==> src/rtl/fsk_rdr_pkg.sv <==
package fsk_rdr_pkg;

    typedef enum logic {
        MODE_RECV = 1'b0,
        MODE_SEND = 1'b1
    } mode_e;

    typedef struct packed {
        logic hi;
        logic lo;
        logic lo_oe;
    } tx_pins_t;

    // Period decision: strictly longer than the threshold means a one bit
    function automatic logic period_is_one(input int period, input int thresh);
        return (period > thresh);
    endfunction

    // Transmit pin pattern for a mode and carrier phase
    function automatic tx_pins_t tx_drive(input mode_e m, input logic carrier);
        tx_pins_t p;
        if (m == MODE_SEND) begin
            p.hi    = carrier;
            p.lo    = carrier;
            p.lo_oe = 1'b1;
        end else begin
            p.hi    = 1'b1;
            p.lo    = 1'b0;
            p.lo_oe = 1'b0;
        end
        return p;
    endfunction

endpackage

==> src/rtl/fsk_rdr_sync.sv <==
module fsk_rdr_sync #(
    parameter int STAGES = 2
) (
    input  logic clk,
    input  logic rst,
    input  logic async_in,
    output logic rise
);
    logic [STAGES:0] chain_q;

    always_ff @(posedge clk) begin
        if (rst) chain_q[0] <= 1'b0;
        else     chain_q[0] <= async_in;
    end

    for (genvar i = 1; i <= STAGES; i++) begin : g_stage
        always_ff @(posedge clk) begin
            if (rst) chain_q[i] <= 1'b0;
            else     chain_q[i] <= chain_q[i-1];
        end
    end

    assign rise = chain_q[STAGES-1] & ~chain_q[STAGES];
endmodule

==> src/rtl/fsk_rdr_carrier.sv <==
module fsk_rdr_carrier #(
    parameter int DIV = 128
) (
    input  logic clk,
    input  logic rst,
    input  logic run,
    output logic carrier
);
    localparam int W = $clog2(DIV);

    logic [W-1:0] div_q;

    always_ff @(posedge clk) begin
        if (rst || !run) div_q <= '0;
        else             div_q <= div_q + 1'b1;
    end

    assign carrier = div_q[W-1];
endmodule

==> src/rtl/fsk_rdr_demod.sv <==
module fsk_rdr_demod
    import fsk_rdr_pkg::*;
#(
    parameter int THRESH  = 132,
    parameter int CNT_MAX = 255
) (
    input  logic                         clk,
    input  logic                         rst,
    input  logic                         rise,
    input  logic                         enable,
    output logic                         data_n,
    output logic [$clog2(CNT_MAX+1)-1:0] count
);
    localparam int             CW  = $clog2(CNT_MAX + 1);
    localparam logic [CW-1:0]  SAT = CW'(CNT_MAX);

    logic [CW-1:0] cnt_q;
    logic          armed_q;
    logic          data_n_q;

    always_ff @(posedge clk) begin
        if (rst) begin
            cnt_q    <= '0;
            armed_q  <= 1'b0;
            data_n_q <= 1'b1;
        end else if (rise) begin
            cnt_q   <= '0;
            armed_q <= 1'b1;
            if (armed_q && enable)
                data_n_q <= ~period_is_one(int'(cnt_q) + 1, THRESH);
        end else if (cnt_q != SAT) begin
            cnt_q <= cnt_q + 1'b1;
        end
    end

    assign data_n = data_n_q;
    assign count  = cnt_q;
endmodule

==> src/rtl/fsk_rdr_dclk.sv <==
module fsk_rdr_dclk #(
    parameter int RATIO = 16
) (
    input  logic clk,
    input  logic rst,
    input  logic rise,
    output logic dclk
);
    localparam int W = $clog2(RATIO);

    logic [W-1:0] edge_q;

    always_ff @(posedge clk) begin
        if (rst)       edge_q <= '0;
        else if (rise) edge_q <= edge_q + 1'b1;
    end

    assign dclk = edge_q[W-1];
endmodule

==> src/rtl/fsk_reader_core.sv <==
module fsk_reader_core
    import fsk_rdr_pkg::*;
#(
    parameter int DIV       = 128,
    parameter int THRESH    = 132,
    parameter int CNT_MAX   = 255,
    parameter int DCLK_DIV  = 16,
    parameter int SYNC_LEN  = 2
) (
    input  logic clk,
    input  logic rst,
    input  logic mode_send,
    input  logic rx_fsk,
    output logic tx_hi,
    output logic tx_lo,
    output logic tx_lo_oe,
    output logic rx_data_n,
    output logic rx_dclk
);
    localparam int CW = $clog2(CNT_MAX + 1);

    mode_e         mode;
    logic          rise_w;
    logic          carrier_w;
    logic          demod_data_n;
    logic [CW-1:0] cnt_w;
    tx_pins_t      pins;

    assign mode = mode_e'(mode_send);

    fsk_rdr_sync #(.STAGES(SYNC_LEN)) u_sync (
        .clk(clk), .rst(rst), .async_in(rx_fsk), .rise(rise_w)
    );

    fsk_rdr_carrier #(.DIV(DIV)) u_carrier (
        .clk(clk), .rst(rst), .run(mode == MODE_SEND), .carrier(carrier_w)
    );

    fsk_rdr_demod #(.THRESH(THRESH), .CNT_MAX(CNT_MAX)) u_demod (
        .clk(clk), .rst(rst), .rise(rise_w), .enable(mode == MODE_RECV),
        .data_n(demod_data_n), .count(cnt_w)
    );

    fsk_rdr_dclk #(.RATIO(DCLK_DIV)) u_dclk (
        .clk(clk), .rst(rst), .rise(rise_w), .dclk(rx_dclk)
    );

    assign pins      = tx_drive(mode, carrier_w);
    assign tx_hi     = pins.hi;
    assign tx_lo     = pins.lo;
    assign tx_lo_oe  = pins.lo_oe;
    assign rx_data_n = (mode == MODE_SEND) ? 1'b1 : demod_data_n;
endmodule

==> config.mk <==
export PLATFORM = sky130hd
export DESIGN_NAME = fsk_reader_core
export DESIGN_NICKNAME = d
export VERILOG_FILES = /design/src/rtl/fsk_rdr_pkg.sv /design/src/rtl/fsk_rdr_sync.sv /design/src/rtl/fsk_rdr_carrier.sv /design/src/rtl/fsk_rdr_demod.sv /design/src/rtl/fsk_rdr_dclk.sv /design/src/rtl/fsk_reader_core.sv
export SDC_FILE = /design/constraint.sdc
export NUM_CORES = 1
export LEC_CHECK = 0
export BUFFER_PORTS_ARGS = -buffer_cell sky130_fd_sc_hd__buf_2
export CAP_MARGIN = 20
export CORE_ASPECT_RATIO = 2
export CORE_MARGIN = 2
export CORE_UTILIZATION = 40
export DETAILED_ROUTE_END_ITERATION = 7
export PLACE_DENSITY = 0.66
export SLEW_MARGIN = 20
export SYNTH_ARGS = -nofsm -noshare
export SYNTH_HDL_FRONTEND = slang
export SYNTH_SLANG_ARGS = --single-unit
==> constraint.sdc <==
create_clock -name clk -period 1.7 [get_ports clk]
set_clock_uncertainty 0.05 [all_clocks]
set_input_delay 0.17 -clock clk [delete_from_list [all_inputs] [get_ports clk]]
set_output_delay 0.17 -clock clk [all_outputs]
set_load 0.05 [all_outputs]
==> reports/results.tsv, run 1 <==
stage	metric	value	unit
outcome	status	complete, no violations	
floorplan	die_area	0.003176	sq mm
drt	drt_iter0_markers	16	
global_routing	overflow	0	
synthesis	synth_most_common_cell	dfxtp_1	
drt	drt_first_pass_iters	4	
synthesis	synth_warnings	0	
worst_setup_path	path_class	flop to flop	
synthesis	syn_area	0.001087	sq mm
synthesis	ys_async_sr_fraction	0	%
power	ir_worst_vdd	405.9	uV
worst_setup_path	crit_arrival	1.67	ns
clock_tree	cts_setup_buffers	0	
drt	vias	800	
timing	finalMaxSlewViolations	0	
power	power	1.034	mW
global_routing	grt-busiest-layer	met2	
cells_and_area	drive_above_1_share	17.60	%
worst_setup_path	crit_path_end_kind	flop	
cells_and_area	n_antenna_cell	0	
clock_tree	path_clk_slew	0.08	ns
worst_setup_path	start_kind	flop	
place	gp_congestion	0.8348	
timing	setup_viol	0	
clock_tree	clock_sinks	24	
place	dp_slack	0.1017	ns
place	dp_cells	149	
timing	tns	0	ns
power	p_leak	0.4720	nW
synthesis	synthCells	116	
global_routing	grt_pass1_vias	759	
worst_setup_path	required	1.85	ns
min_path	hold_path_class	primary input to flop	
cells_and_area	finalNetCount	133	
worst_setup_path	worstPathMaxFanout	7	
worst_setup_path	crit_start	u_demod.count[1]$_SDFFE_PP0P_	
clock_tree	clock_latency	0.27	ns
drt	post_drt_wl_per_cell	11.44	um
cells_and_area	synthToLayoutAreaGrowth	10.70	%
timing	fmax	0.6582	GHz
floorplan	fp.dieH	77.73	um
global_routing	grt_max_degree	14	
drt	drc	0	
clock_tree	cts_tree	done	
synthesis	ys_seq_elements	24	
synthesis	synth-edff-count	0	
timing	rsz0062_at_grt	no	
timing	tightest_slew	0.2934	ns
worst_setup_path	critPathTopFamily	flip-flops	
cells_and_area	final_cell_count_no_fill	153	
timing	timing.slew.headroom	80.19	%
floorplan	rows	26	
worst_setup_path	max_stage_delay	0.44	ns
floorplan	start_util	42.31	%
floorplan	chipWidth	40.87	um
global_routing	antenna_found_initial	0	
clock_tree	cts_buffers	3	
worst_setup_path	crit_chain	ha_4 > and4_2 > mux2i_1 > a31oi_1 > o21ai_0	
synthesis	synth_ff_type	dfxtp_1	
synthesis	synth_fp_nets	123	
drt	vias_per_cell	5.229	
clock_tree	clockBufferDepth	2	
floorplan	io_pins	9	
min_path	worstHoldStart	rx_fsk	
worst_setup_path	timing.rr.start	u_demod.count[1]$_SDFFE_PP0P_	
drt	ant_nets	0	
timing	min_period	1.519	ns
synthesis	synth_cell_types	32	
timing	hold_viol	0	
drt	drt_wl_total	1750	um
synthesis	synth_area_leader_cell	dfxtp_1	
synthesis	yosysTopAreaCellShare	44.19	%
synthesis	avgSynthCellArea	9.373	sq um
place	dp_hpwl	1326	um
floorplan	core_area	0.002570	sq mm
place	portBuffers	8	
job	drv_cap	0	
power	power_density	859.4	mW/mm^2
timing	period_share	89.37	%
timing	fin_ws	0.1807	ns
global_routing	grt_util_met1	14.59	%
synthesis	seq_area_frac_synth	44.19	%
clock_tree	htreeDepth	1	
global_routing	grtUsageMet2	20.94	%
synthesis	synthTopCellsByArea	dfxtp_1 (44%), nor2_1 (6.9%), xnor2_1 (4.8%), mux2i_1 (4.6%), xor2_1 (4.0%)	
global_routing	use_met3	2.571	%
synthesis	ys_top_cells_by_count	dfxtp_1 (24), nor2_1 (20), nand2_1 (7)	
worst_setup_path	critical_path_buf_inv_count	0	
global_routing	grt_pass1_wl	3022	um
worst_setup_path	cp_slowest_cell	dfxtp_1	
global_routing	grtUsageTotal	13.45	%
cells_and_area	fill_cells	252	
clock_tree	cts-root-buf	clkbuf_8	
## where the power goes
part           total [mW]  internal, mW  leakage (nW)  switching [mW]
Combinational      0.0662        0.0287         0.248          0.0374
Sequential          0.590         0.576         0.195          0.0143
Clock               0.378         0.207        0.0288           0.171
Total                1.03         0.811         0.472           0.223
## worst paths after layout
kind,slack (ns),endpoint,depth (start not counted)
max reg2reg,0.18,u_demod.data_n$_SDFFE_PP1P_,5
min,0.06,u_sync.chain_q[0]$_SDFF_PP0_,2
min reg2reg,0.41,u_carrier.div_q[0]$_SDFF_PP0_,1
max,0.18,u_demod.data_n$_SDFFE_PP1P_,5
## area by class of cell
class	instances	area [sq um]	share of cell area, %
inverters	2	7.507	0.6237
multi-input cells	86	578.1	48.03
repair buffers	9	47.55	3.950
well taps	28	35.03	2.911
clock buffers	4	55.05	4.574
flip-flops and latches	24	480.5	39.92
## cells by family (layout without fill, tap and decap cells)
group	count (synthesis)	after routing	synth area share [%]
simple gates	55	55	27.85
mux	5	5	4.603
xor+xnor	11	11	8.861
flops	24	24	44.19
compound gates	12	12	7.250
buf+inv	6	15	3.798
fa+ha+maj	3	3	3.453
## repair_timing
item	in CTS	in global routing
hold buffers	0	0
gates resized for setup	0	2
endpoints found under the setup margin	0	3
## state kept, by name, summed over array words and instances (netlist names)
register / count
u_carrier.div_q: 7
u_dclk.edge_q: 4
u_demod.armed_q: 1
u_demod.count: 8
u_demod.data_n: 1
u_sync.chain_q: 3
## placed cells by master, fill, tap and decap left out, types with 2 or more instances in the layout
master / n
nand3_1: 5
or2_2: 3
ha_1: 2
xor2_1: 5
clkbuf_8: 4
nor2b_1: 3
nor3_1: 2
nand2b_1: 4
a21oi_1: 2
dfxtp_1: 24
mux2i_1: 5
nand2_1: 7
a31oi_1: 4
and3_1: 2
nand4_1: 2
buf_2: 8
xnor2_1: 6
inv_1: 2
o21ai_0: 2
nor2_1: 20
## metrics by stage
stage	cell area [sq um]	hold WS [ns]	util, %
global route	1204	0.07868	46.84
global placement	1136	0.3280	44.21
detailed placement	1136	0.3346	44.21
floorplan	1087	0.2482	-
finish	1204	0.05621	46.84
CTS	1191	0.05050	46.35
## layer usage
| layer | vias to the layer above | routed length [um] |
|---|---|---|
| met3 | 5 | 39 |
| li1 | 411 | - |
| met5 | - | 0 |
| met2 | 11 | 896 |
| met4 | 0 | 65 |
| met1 | 373 | 749 |
Note: power is estimated with default switching activity, not from simulation.
==> run 2, diff against run 1 <==
--- a/config.mk
+++ b/config.mk
@@ -7,7 +7,7 @@
 export LEC_CHECK = 0
 export BUFFER_PORTS_ARGS = -buffer_cell sky130_fd_sc_hd__buf_2
 export CAP_MARGIN = 20
-export CORE_ASPECT_RATIO = 2
+export CORE_ASPECT_RATIO = 1.2
 export CORE_MARGIN = 2
 export CORE_UTILIZATION = 40
 export DETAILED_ROUTE_END_ITERATION = 7
@@ -15,4 +15,5 @@
 export SLEW_MARGIN = 20
 export SYNTH_ARGS = -nofsm -noshare
 export SYNTH_HDL_FRONTEND = slang
+export SYNTH_HIERARCHICAL = 1
 export SYNTH_SLANG_ARGS = --single-unit
==> constraint.sdc (replaced) <==
create_clock -name clk -period 1.7 [get_ports clk]
set_clock_uncertainty 0.05 [all_clocks]
set_input_delay 0.17 -clock clk [delete_from_list [all_inputs] [get_ports clk]]
set_output_delay 0.17 -clock clk [all_outputs]
set_load 0.005 [all_outputs]
==> run 2 against run 1 <==
  * Global-route usage fell by 0.32 points
  * Register-to-register slack worse by 0.05 ns
  * Sequential power decreased by 0.8%
  * Synthesized cell count is 5.2% lower
  * Setup slack got worse by 0.045 ns
  * Power fell by 8.1%
  * Maximum frequency is 2.9% lower
  * First-iteration DRC count fell by 31%
  * Utilization up 0.47 points
  * Non-clock buffer count is 4 higher
  * Combinational power rose by 9.4%
==> reports/results.tsv, run 2 <==
stage	metric	value	unit
min_path	worstHoldStart	rst	
worst_setup_path	critPathTopFamily	compound AO/OA/AOI/OAI gates	
cells_and_area	drive_above_1_share	20.97	%
synthesis	synth_area_leader_cell	dfxtp_1	
worst_setup_path	start_kind	flop	
drt	vias	777	
worst_setup_path	crit_chain	ha_1 > nand3_1 > xor2_1 > a21boi_1 > a41oi_2 > o21ai_1	
outcome	status	complete, no violations	
power	clockPowerShare	30.8	%
synthesis	synthTopCellsByArea	dfxtp_1 (45%), xor2_1 (4.9%), a21oi_1 (4.7%), ha_1 (4.7%), nor2_1 (4.6%)	
floorplan	core_area	0.002552	sq mm
worst_setup_path	max_stage_delay	0.36	ns
cells_and_area	n_antenna_cell	0	
worst_setup_path	reg2reg_depth	6	
synthesis	synth_warnings	6	
global_routing	overflow	0	
place	portBuffers	8	
drt	ant_nets	0	
worst_setup_path	required	1.90	ns
timing	hold_viol	0	
floorplan	rows	20	
synthesis	synth_ff_type	dfxtp_1	
clock_tree	clockBufferDepth	2	
cells_and_area	final_common_cell	dfxtp_1	
drt	drt_first_pass_iters	4	
cells_and_area	mostFrequentLayoutCells	dfxtp_1 (24), nor2_1 (13), a21oi_1 (10), buf_2 (8), nand3_1 (7)	
cells_and_area	fin_util	47.30	%
power	p_sw_share	22.09	%
synthesis	ys_async_sr_fraction	0	%
synthesis	synth_fp_nets	118	
worst_setup_path	timing.rr.start	u_demod/count[1]$_SDFFE_PP0P_	
synthesis	seq_area_frac_synth	44.81	%
global_routing	grtUsageTotal	13.13	%
clock_tree	cts_setup_buffers	0	
timing	period_share	92.05	%
synthesis	yosysTopAreaCellShare	44.81	%
worst_setup_path	r2r_setup_slack	0.14	ns
synthesis	synth-edff-count	0	
min_path	hold_depth	2	
synthesis	synth_most_common_cell	dfxtp_1	
power	combPwrFrac	7.6	%
worst_setup_path	path_class	flop to flop	
timing	setup_viol	0	
worst_setup_path	cp.depth	6	
floorplan	io_pins	9	
synthesis	ys_top_cells_by_count	dfxtp_1 (24), nor2_1 (13), a21oi_1 (10)	
clock_tree	htreeDepth	1	
synthesis	avgSynthCellArea	9.748	sq um
worst_setup_path	r2r-end	u_demod/data_n$_SDFFE_PP1P_	
clock_tree	cts_buffers	3	
clock_tree	clock_latency	0.30	ns
drt	drt_iter0_markers	11	
min_path	min_to	u_dclk/edge_q[2]$_SDFFE_PP0P_	
synthesis	syn_area	0.001072	sq mm
synthesis	synth_cell_types	34	
synthesis	ys_seq_elements	24	
global_routing	antenna_found_initial	0	
power	ir_worst_vdd	712.2	uV
job	drv_cap	0	
worst_setup_path	crit_path_end_kind	flop	
power	p_switching	0.2101	mW
place	gp_congestion	0.7567	
timing	finalMaxSlewViolations	0	
power	pwr-share-seq	61.5	%
clock_tree	cts_tree	done	
global_routing	grt_max_degree	14	
floorplan	die_area	0.003113	sq mm
min_path	hold_path_class	primary input to flop	
timing	timing.slew.headroom	75.40	%
timing	rsz0062_at_grt	no	
timing	fin_hold_ws	0.1078	ns
timing	min_period	1.565	ns
drt	drc	0	
clock_tree	clock_sinks	24	
drt	drt_wl_total	1700	um
worst_setup_path	worstPathMaxFanout	5	
worst_setup_path	critical_path_buf_inv_count	0	
clock_tree	path_clk_slew	0.13	ns
floorplan	fp.dieH	60.72	um
timing	tns	0	ns
drt	vias_per_cell	4.949	
floorplan	start_util	42.01	%
global_routing	grt_pass1_vias	782	
worst_setup_path	crit_arrival	1.76	ns
drt	post_drt_wl_per_cell	10.83	um
global_routing	grt_pass1_wl	3036	um
worst_setup_path	cp_slowest_cell	dfxtp_1	
power	p_int	0.7409	mW
cells_and_area	synthToLayoutAreaGrowth	12.60	%
floorplan	chipWidth	51.27	um
cells_and_area	largest_register_ffs	8	
power	power_density	787.7	mW/mm^2
clock_tree	cts-root-buf	clkbuf_4	
synthesis	synthCells	110	
cells_and_area	finalNetCount	133	
timing	fmax	0.6391	GHz
timing	tightest_slew	0.3673	ns
power	p_leak	0.4810	nW
place	dp_hpwl	1252	um
run 2: cell count changes in the layout (fill, tap and decap cells not counted), sizes merged, moves of 3 or more:
| cell | change |
|---|---|
| buf | +3 |
| a31oi | -4 |
| nand2 | -5 |
| nand3 | +4 |
| mux2i | -3 |
| a21oi | +8 |
| nor2 | -7 |
run 2: layer usage:
layer	GRT usage [%]	vias up	wire (um)
met5	0	-	0
met4	6.767	0	24
met3	2.956	2	25
met2	24.12	3	874
met1	14.18	364	776
li1	-	408	-
run 2: layout make-up:
class,instances,area (sq um)
sequential,24,480.5
multi-input combinational,80,558.0
tap,33,41.29
inverter,3,11.26
fill,257,1345
timing repair buffer,13,80.08
clock buffer,4,36.28
run 2: power groups by stage:
stage | combinational, mW | sequential, mW | clock (mW)
floorplan | 0.0408 | 0.601 | 0
global placement | 0.0687 | 0.597 | 0
detailed placement | 0.0713 | 0.598 | 0
CTS | 0.0715 | 0.586 | 0.309
global route | 0.0838 | 0.588 | 0.329
finish | 0.0724 | 0.585 | 0.293
run 2: how the worst max path moves through the flow:
stage / from / endpoint
2_1_floorplan: u_demod/count[0]$_SDFFE_PP0P_ / u_demod/data_n$_SDFFE_PP1P_
3_3_place_gp: u_demod/count[0]$_SDFFE_PP0P_ / u_demod/data_n$_SDFFE_PP1P_
3_5_place_dp: u_demod/count[0]$_SDFFE_PP0P_ / u_demod/data_n$_SDFFE_PP1P_
4_1_cts: u_demod/count[0]$_SDFFE_PP0P_ / u_demod/data_n$_SDFFE_PP1P_
5_1_grt: u_demod/count[1]$_SDFFE_PP0P_ / u_demod/data_n$_SDFFE_PP1P_
6_report: u_demod/count[1]$_SDFFE_PP0P_ / u_demod/data_n$_SDFFE_PP1P_
run 2: what timing repair did:
item | CTS | global route
endpoints found under the hold margin | 0 | 1
setup endpoints to repair | 0 | 1
hold buffers | 0 | 1
resized for setup | 0 | 1
run 2: stage by stage:
stage	instance area, sq um	total power, mW	std cells	setup WS [ns]
6_report	1207	0.9511	157	0.1352
5_1_grt	1207	1.001	157	0.02117
4_1_cts	1197	0.9663	156	0.05242
3_5_place_dp	1161	0.6696	152	0.1125
3_3_place_gp	1161	0.6657	152	0.1597
2_1_floorplan	1072	0.6421	110	0.2131
run 2: kinds of logic (layout without fill, tap and decap cells):
logic type,after synthesis,in the layout,share of synthesized area (%)
AO/OA/AOI/OAI,19,19,11.09
XOR/XNOR,11,11,9.685
adder cells (fa/ha/maj),4,4,4.668
buffers and inverters,6,20,3.150
flip-flops,24,24,44.81
multiplexers,3,3,3.267
AND/OR/NAND/NOR,43,43,23.34
run 2: worst register-to-register path: cells and delay by family (launching register included):
kind                       cells  cell delay, ns
AOI/OAI and AO/OA              3            0.53
xor gates and xnor gates       1            0.19
adders and majority gates      1            0.25
DFF                            1            0.36
and+or+nand+nor                1            0.12
